### src/rtl/rlf_pkg.sv
// Package: shared types of the redundant log filter.
// Assumes nothing beyond IEEE 1800-2017.
package rlf_pkg;

    // Outcome of one lookup against the selected set.
    typedef enum logic [1:0] {
        LK_MISS      = 2'd0,   // no valid way holds the tag
        LK_STALE     = 2'd1,   // tag present, stamped by an older transaction
        LK_REDUNDANT = 2'd2    // tag present, stamped by the current transaction
    } lookup_e;

endpackage

### src/rtl/rlf_txid_reg.sv
// Module: rlf_txid_reg
// Holds the ID of the running transaction and advances it on tx_begin.
// Gives the effective ID for a request in the same cycle (the new one
// when tx_begin is high) and flags the cycle in which the ID wraps to 0.
// Assumes tx_begin is a single-cycle pulse per transaction start.
module rlf_txid_reg #(
    parameter int TXID_W = 8
) (
    input  logic              clk,
    input  logic              rst_n,
    input  logic              tx_begin,
    output logic [TXID_W-1:0] eff_txid,
    output logic              wrap_now
);

    logic [TXID_W-1:0] cur_q;

    // Effective ID seen by a request issued in this cycle.
    always_comb begin
        eff_txid = tx_begin ? cur_q + TXID_W'(1) : cur_q;
        wrap_now = tx_begin && (&cur_q);
    end

    // Transaction counter: cleared by reset, advanced by tx_begin.
    always_ff @(posedge clk) begin
        if (!rst_n) begin
            cur_q <= '0;
        end else if (tx_begin) begin
            cur_q <= cur_q + TXID_W'(1);
        end
    end


    txid_advance_chk: assert property (@(posedge clk) disable iff (!rst_n)
        tx_begin |=> (cur_q == $past(eff_txid)));


    txid_hold_chk: assert property (@(posedge clk) disable iff (!rst_n)
        !tx_begin |=> $stable(cur_q));

endmodule

### src/rtl/rlf_way_match.sv
// Module: rlf_way_match
// Compares a request tag against every way of one set in parallel and
// classifies the result as miss, stale hit or redundant hit.
// Assumes the valid vector is already masked for any same-cycle clear.
module rlf_way_match
    import rlf_pkg::*;
#(
    parameter int WAYS   = 8,
    parameter int TAG_W  = 31,
    parameter int TXID_W = 8,
    localparam int WAY_W = (WAYS > 1) ? $clog2(WAYS) : 1
) (
    input  logic                         clk,
    input  logic                         rst_n,
    input  logic                         active,
    input  logic [WAYS-1:0]              way_valid,
    input  logic [WAYS-1:0][TAG_W-1:0]   way_tag,
    input  logic [WAYS-1:0][TXID_W-1:0]  way_txid,
    input  logic [TAG_W-1:0]             req_tag,
    input  logic [TXID_W-1:0]            eff_txid,
    output logic                         hit,
    output logic [WAY_W-1:0]             hit_way,
    output lookup_e                      outcome
);

    logic [WAYS-1:0] hit_vec;

    // One comparator per way.
    genvar gw;
    generate
        for (gw = 0; gw < WAYS; gw++) begin : g_cmp
            assign hit_vec[gw] = way_valid[gw] && (way_tag[gw] == req_tag);
        end
    endgenerate

    // Encode the hitting way (lowest index) and classify the lookup.
    always_comb begin
        hit     = |hit_vec;
        hit_way = '0;
        for (int w = WAYS - 1; w >= 0; w--) begin
            if (hit_vec[w]) hit_way = WAY_W'(w);
        end
        if (!hit)
            outcome = LK_MISS;
        else if (way_txid[hit_way] == eff_txid)
            outcome = LK_REDUNDANT;
        else
            outcome = LK_STALE;
    end


    single_hit_chk: assert property (@(posedge clk) disable iff (!rst_n)
        active |-> $onehot0(hit_vec));

endmodule

### src/rtl/rlf_lru_set.sv
// Module: rlf_lru_set
// True-LRU state of one set held as a permutation of per-way ages
// (0 = most recent). Picks the victim for a miss: the lowest-index
// invalid way if one exists, else the way of the largest age.
// Assumes at most one touch per cycle.
module rlf_lru_set #(
    parameter int WAYS   = 8,
    localparam int WAY_W = (WAYS > 1) ? $clog2(WAYS) : 1
) (
    input  logic             clk,
    input  logic             rst_n,
    input  logic             touch,
    input  logic [WAY_W-1:0] touch_way,
    input  logic [WAYS-1:0]  way_valid,
    output logic [WAY_W-1:0] victim
);

    logic [WAY_W-1:0] age_q [WAYS];
    logic [WAYS-1:0]  oldest_vec;

    // Victim selection: free way first, else the oldest way.
    always_comb begin
        victim = '0;
        for (int w = WAYS - 1; w >= 0; w--) begin
            oldest_vec[w] = (age_q[w] == WAY_W'(WAYS - 1));
            if (oldest_vec[w]) victim = WAY_W'(w);
        end
        if (!(&way_valid)) begin
            for (int w = WAYS - 1; w >= 0; w--) begin
                if (!way_valid[w]) victim = WAY_W'(w);
            end
        end
    end

    // Age update: touched way becomes youngest, younger ways age by one.
    always_ff @(posedge clk) begin
        if (!rst_n) begin
            for (int w = 0; w < WAYS; w++) age_q[w] <= WAY_W'(w);
        end else if (touch) begin
            for (int w = 0; w < WAYS; w++) begin
                if (WAY_W'(w) == touch_way)
                    age_q[w] <= '0;
                else if (age_q[w] < age_q[touch_way])
                    age_q[w] <= age_q[w] + WAY_W'(1);
            end
        end
    end


    lru_one_oldest_chk: assert property (@(posedge clk) disable iff (!rst_n)
        $countones(oldest_vec) == 1);


    lru_touch_young_chk: assert property (@(posedge clk) disable iff (!rst_n)
        touch |=> (age_q[$past(touch_way)] == '0));

endmodule

### src/rtl/redundant_log_filter.sv
// Module: redundant_log_filter (top)
// Set-associative table that marks repeated undo-log requests for the
// same 64-byte block within one transaction as redundant. Lookup and
// update take one cycle; the response is registered and appears in the
// cycle after acceptance. Assumes tx_begin is a single-cycle pulse.
module redundant_log_filter
    import rlf_pkg::*;
#(
    parameter int ADDR_W = 40,
    parameter int OFF_W  = 6,
    parameter int SETS   = 8,
    parameter int WAYS   = 8,
    parameter int TXID_W = 8
) (
    input  logic              clk,
    input  logic              rst_n,
    input  logic              tx_begin,
    input  logic              req_valid,
    output logic              req_ready,
    input  logic [ADDR_W-1:0] req_addr,
    output logic              resp_valid,
    output logic              resp_redundant,
    output logic              resp_proceed
);

    localparam int SET_W = (SETS > 1) ? $clog2(SETS) : 1;
    localparam int WAY_W = (WAYS > 1) ? $clog2(WAYS) : 1;
    localparam int TAG_W = ADDR_W - OFF_W - SET_W;

    // Table storage.
    logic [SETS-1:0][WAYS-1:0] valid_q;
    logic [TAG_W-1:0]          tag_q  [SETS][WAYS];
    logic [TXID_W-1:0]         txid_q [SETS][WAYS];

    logic                            ready_q;
    logic                            accept;
    logic [SET_W-1:0]                sel_set;
    logic [TAG_W-1:0]                req_tag;
    logic                            unused_offset;
    logic [TXID_W-1:0]               eff_txid;
    logic                            wrap_now;
    logic [WAYS-1:0]                 rd_valid;
    logic [WAYS-1:0][TAG_W-1:0]      rd_tag;
    logic [WAYS-1:0][TXID_W-1:0]     rd_txid;
    logic                            hit;
    logic [WAY_W-1:0]                hit_way;
    lookup_e                         outcome;
    logic [WAY_W-1:0]                victim_all [SETS];
    logic [WAY_W-1:0]                wr_way;
    logic                            is_redundant;

    // Address split and request acceptance.
    always_comb begin
        accept        = req_valid && ready_q;
        sel_set       = req_addr[OFF_W +: SET_W];
        req_tag       = req_addr[ADDR_W-1 -: TAG_W];
        unused_offset = ^req_addr[OFF_W-1:0];
        req_ready     = ready_q;
    end

    rlf_txid_reg #(.TXID_W(TXID_W)) u_txid (
        .clk      (clk),
        .rst_n    (rst_n),
        .tx_begin (tx_begin),
        .eff_txid (eff_txid),
        .wrap_now (wrap_now)
    );

    // Read port of the selected set; a wrap in this cycle hides every entry.
    always_comb begin
        rd_valid = wrap_now ? '0 : valid_q[sel_set];
        for (int w = 0; w < WAYS; w++) begin
            rd_tag[w]  = tag_q[sel_set][w];
            rd_txid[w] = txid_q[sel_set][w];
        end
    end

    rlf_way_match #(.WAYS(WAYS), .TAG_W(TAG_W), .TXID_W(TXID_W)) u_match (
        .clk       (clk),
        .rst_n     (rst_n),
        .active    (accept),
        .way_valid (rd_valid),
        .way_tag   (rd_tag),
        .way_txid  (rd_txid),
        .req_tag   (req_tag),
        .eff_txid  (eff_txid),
        .hit       (hit),
        .hit_way   (hit_way),
        .outcome   (outcome)
    );

    // One LRU tracker per set.
    genvar gs;
    generate
        for (gs = 0; gs < SETS; gs++) begin : g_lru
            logic            touch_s;
            logic [WAYS-1:0] valid_s;
            assign touch_s = accept && (sel_set == SET_W'(gs));
            assign valid_s = wrap_now ? '0 : valid_q[gs];
            rlf_lru_set #(.WAYS(WAYS)) u_lru (
                .clk       (clk),
                .rst_n     (rst_n),
                .touch     (touch_s),
                .touch_way (wr_way),
                .way_valid (valid_s),
                .victim    (victim_all[gs])
            );
        end
    endgenerate

    // Way to write: the hitting way, else the set's victim.
    always_comb begin
        wr_way       = hit ? hit_way : victim_all[sel_set];
        is_redundant = (outcome == LK_REDUNDANT);
    end

    // Valid bits: cleared on reset and on wrap, set by an accepted insert.
    always_ff @(posedge clk) begin
        if (!rst_n) begin
            valid_q <= '0;
        end else begin
            if (wrap_now) valid_q <= '0;
            if (accept) valid_q[sel_set][wr_way] <= 1'b1;
        end
    end

    // Tag and transaction stamp of the written way.
    always_ff @(posedge clk) begin
        if (accept) begin
            tag_q[sel_set][wr_way]  <= req_tag;
            txid_q[sel_set][wr_way] <= eff_txid;
        end
    end

    // Handshake readiness: high from the cycle after reset is released.
    always_ff @(posedge clk) begin
        if (!rst_n) ready_q <= 1'b0;
        else        ready_q <= 1'b1;
    end

    // Registered response for the request accepted in this cycle.
    always_ff @(posedge clk) begin
        if (!rst_n) begin
            resp_valid     <= 1'b0;
            resp_redundant <= 1'b0;
            resp_proceed   <= 1'b0;
        end else begin
            resp_valid     <= accept;
            resp_redundant <= accept && is_redundant;
            resp_proceed   <= accept && (outcome != LK_REDUNDANT);
        end
    end


    resp_follows_accept_chk: assert property (@(posedge clk) disable iff (!rst_n)
        accept |=> resp_valid);


    no_resp_when_idle_chk: assert property (@(posedge clk) disable iff (!rst_n)
        !accept |=> !resp_valid);


    resp_exclusive_chk: assert property (@(posedge clk) disable iff (!rst_n)
        resp_valid |-> (resp_redundant != resp_proceed));


    stamp_refresh_chk: assert property (@(posedge clk) disable iff (!rst_n)
        (accept && hit) |=> (txid_q[$past(sel_set)][$past(hit_way)] == $past(eff_txid)));


    wrap_clear_chk: assert property (@(posedge clk) disable iff (!rst_n)
        (wrap_now && !accept) |=> (valid_q == '0));

endmodule

### config.mk
export PLATFORM = sky130hd
export DESIGN_NAME = redundant_log_filter
export DESIGN_NICKNAME = d
export VERILOG_FILES = /design/src/rtl/rlf_pkg.sv /design/src/rtl/rlf_txid_reg.sv /design/src/rtl/rlf_way_match.sv /design/src/rtl/rlf_lru_set.sv /design/src/rtl/redundant_log_filter.sv
export SDC_FILE = /design/constraint.sdc
export NUM_CORES = 2
export LEC_CHECK = 0
export ABC_AREA = 1
export BUFFER_PORTS_ARGS = -buffer_cell sky130_fd_sc_hd__buf_2
export CAP_MARGIN = 20
export CORE_ASPECT_RATIO = 1.75
export CORE_UTILIZATION = 57
export CTS_BUF_LIST = sky130_fd_sc_hd__clkbuf_4 sky130_fd_sc_hd__clkbuf_8 sky130_fd_sc_hd__clkbuf_16
export DETAILED_ROUTE_END_ITERATION = 12
export PLACE_DENSITY_LB_ADDON = 0.08
export SYNTH_ARGS = -nofsm -noshare
export SYNTH_HDL_FRONTEND = slang
export SYNTH_SLANG_ARGS = --single-unit
### constraint.sdc
create_clock -name clk -period 5.2 [get_ports clk]
set_clock_uncertainty 0.15 [all_clocks]
set_input_delay 0.52 -clock clk [delete_from_list [all_inputs] [get_ports clk]]
set_output_delay 0.52 -clock clk [all_outputs]
set_load 0.01 [all_outputs]
==> results.cfg <==
[logic_synthesis]
yosysTopAreaCellShare_pct = 66.4
synthArstFlopShare_pct = 0
synth.avg_cell_area_sq_um = 10.5
ys.warnings.count = 0
ys_seq_elements = 2764
syn-num-nets = 11900
ys_seq_area_share_pct = 67.7
synth_edf_count = 2688
synth_flop_cell = edfxtp_1
yosysTopAreaCell = edfxtp_1
synthTopCellsByArea = edfxtp_1 (66%), nand2_1 (13%), nand3_1 (3.9%)
synthCells = 11600
syn_area_sq_um = 122000
yosysUniqueCellTypes = 40

[detailed_routing]
drc_errors = 0
wl_per_cell_um = 28.4
wl_um = 446000
vias_per_cell = 6.01
ant_nets = 0
drtIter0Drc = 11700
num_vias = 94600
drt_pass1_iterations = 7

[critical_path]
path_class = flop to flop
required_ns = 5.63
startpoint = u_txid.cur_q[0]
r2r_start = u_txid.cur_q[0]
slowest_stage = dfxtp_2
path_max_fanout = 13
crit_top_cell = buf_4
slowest_delay_ns = 0.36
critPathCaptureType = flop
arrival_ns = 5.53
cp-start-kind = flop

[grt]
grt-ovfl-total = 0
grt.total_usage_pct = 41.3
first_global_vias = 92100
antenna_found_initial = 20
grt_pass1_wl_um = 628000
grt_max_degree = 130

[cells_and_area]
syn_to_final_growth_pct = 21.3
final_util_pct = 69.8
drive_above_1_share_pct = 15.4
fin_nets = 13000

[clock_network]
cts_made_buffers = 244
clk_pin_slew_ns = 0.07
cts_sinks = 2764
clockBufferDepth = 4
h-tree-depth = 4
root_buffer = clkbuf_16
clock_latency_ns = 0.92
cts_tree = done

[power_and_ir_drop]
peakVddDrop_v = 0.000367
p_leak_nw = 58.7
p_per_area_nw_per_um2 = 329

[place]
routabilityCongestion = 1.01
place_hpwl_um = 309000
portBuffers = 41
dp_slack_ns = -1.32

[timing]
slew_violations = 0
setup_slack_ns = 0.104
setup_viol = 0
period_minus_slack_ns = 5.10
worst_slew_pin_slew_ns = 1.09
hold_viol = 0
fin_crit_sh_pct = 98.0
max_freq_mhz = 196
max_slew_margin_pct = 27.4
setup_tns_ns = 0

[worst_hold_path]
hp-class = input pin to flop
hold_start = req_addr[31]

[floorplanning]
fp.dieW_um = 351
dieArea_sq_um = 215000
coreArea_sq_um = 211000
rows = 223
dieHeight_um = 613
initial_core_util_pct = 57.5
pin_count = 48

[flow_run]
maxCapViolations = 0

[outcome]
outcome = finished clean
report_power, final:
| group | internal, mW | switching (mW) |
|---|---|---|
| registers | 24.5 | 0.0761 |
| logic | 1.57 | 3.36 |
| clock network | 10.7 | 8.26 |
| total | 36.8 | 11.7 |
stage by stage:
stage	hold slack [ns]	area, sq um	power, mW	cells
after CTS	0.00151	147000	48.4	15700
after global placement	0.323	138000	29.7	15200
after global routing	0.00679	147000	49.6	15700
after floorplan	0.308	122000	27.3	11600
after detailed placement	0.326	138000	29.8	15200
final	0.0258	147000	48.5	15700
worst max-delay path: cells and delay by family (launching register included):
kind,cells,cell delay [ns]
simple gates,18,2.09
buf+inv,11,1.61
flops,1,0.36
fa+ha+maj,2,0.42
compound gates,1,0.07
per-layer routing:
| layer | global-route usage [%] | up-vias | wire length [um] |
|---|---|---|---|
| met5 | 0 | - | 87 |
| met3 | 6.95 | 1653 | 40600 |
| met2 | 67.9 | 5703 | 213000 |
| met1 | 46.1 | 45300 | 144000 |
| met4 | 37.0 | 12 | 48500 |
| li1 | - | 41900 | - |
cell usage after synthesis (3+ instances only):
| master | count |
|---|---|
| o2111ai_1 | 3 |
| buf_6 | 9 |
| nand4_1 | 293 |
| dfxtp_1 | 76 |
| o211ai_1 | 4 |
| a21oi_1 | 294 |
| inv_2 | 8 |
| xor2_1 | 4 |
| nor3_1 | 42 |
| nand3b_1 | 28 |
| nand3_1 | 936 |
| nor2_2 | 7 |
| ha_1 | 193 |
| buf_2 | 280 |
| o21ai_0 | 206 |
| o21ai_1 | 15 |
| o22ai_1 | 278 |
| clkinv_1 | 21 |
| buf_4 | 22 |
| nand2_1 | 4332 |
| nor2_4 | 9 |
| clkbuf_1 | 154 |
| nor2_1 | 846 |
| a22oi_1 | 22 |
| or2_2 | 9 |
| o31ai_1 | 5 |
| inv_1 | 733 |
| nand2_2 | 32 |
| nor4_1 | 3 |
| edfxtp_1 | 2688 |
| buf_1 | 60 |
final timing paths:
kind                                                    to  slack (ns)  cells past startpoint
worst max register to register  g_lru[1].u_lru.age_q[3][1]        0.10                     32
worst min-delay path                          tag_q[3][53]        0.03                      2
worst max-delay path            g_lru[1].u_lru.age_q[3][1]        0.10                     32
worst min register to register                  valid_q[1]        0.33                      2
sequential cells by signal (all words and copies together), names as in the netlist:
register           count
tag_q               1984
valid_q               64
resp_redundant         1
u_txid.cur_q           8
resp_proceed           1
txid_q               512
g_lru.u_lru.age_q    192
resp_valid             1
req_ready              1
logic make-up (layout without fill, tap and decap cells):
kind of cell,count (synthesis),count (layout),share of synthesized area (%)
DFF,2764,2764,67.7
adders and majority gates,193,193,1.99
xor gates and xnor gates,4,4,0.0288
other,0,20,0
buffers and inverters,1290,2568,4.40
AOI/OAI and AO/OA,832,832,3.80
and+or+nand+nor,6542,6542,22.1
final cells by class:
cell class                 count  area, sq um
timing repair buffer        1371        15400
clock inverter               136         1600
inverter                     764         2900
clock buffer                 297         6600
sequential                  2764        82200
antenna                       20         50.0
fill                       15500        63800
multi-input combinational   7571        35000
tap                         2812         3520
layout by cell type (no fill, tap or decap), types with 20 or more instances in the layout:
cell / count
nand2_1: 4313
edfxtp_1: 2688
nand3_1: 918
buf_4: 906
nor2_1: 759
inv_1: 728
buf_12: 401
a21oi_1: 294
nand4_1: 293
o22ai_1: 274
clkbuf_16: 252
o21ai_0: 200
ha_1: 192
nor2_4: 85
dfxtp_1: 72
clkinv_1: 60
clkbuf_4: 47
clkinv_2: 42
nand2_2: 37
bufinv_16: 35
nand3b_1: 28
buf_2: 26
a22oi_1: 21
diode_2: 20
nor3_1: 20
nor3_2: 20
what timing repair did:
item                                    in CTS  in global routing
setup buffers                               11                 12
endpoints found under the setup margin    2732                630
resized for setup                           56                 95
pin swaps                                   10                 29
hold buffers                                18                  0
cloned                                       0                  3
endpoints found under the hold margin      218                  0
No activity file was read; power rests on OpenSTA's default activity.
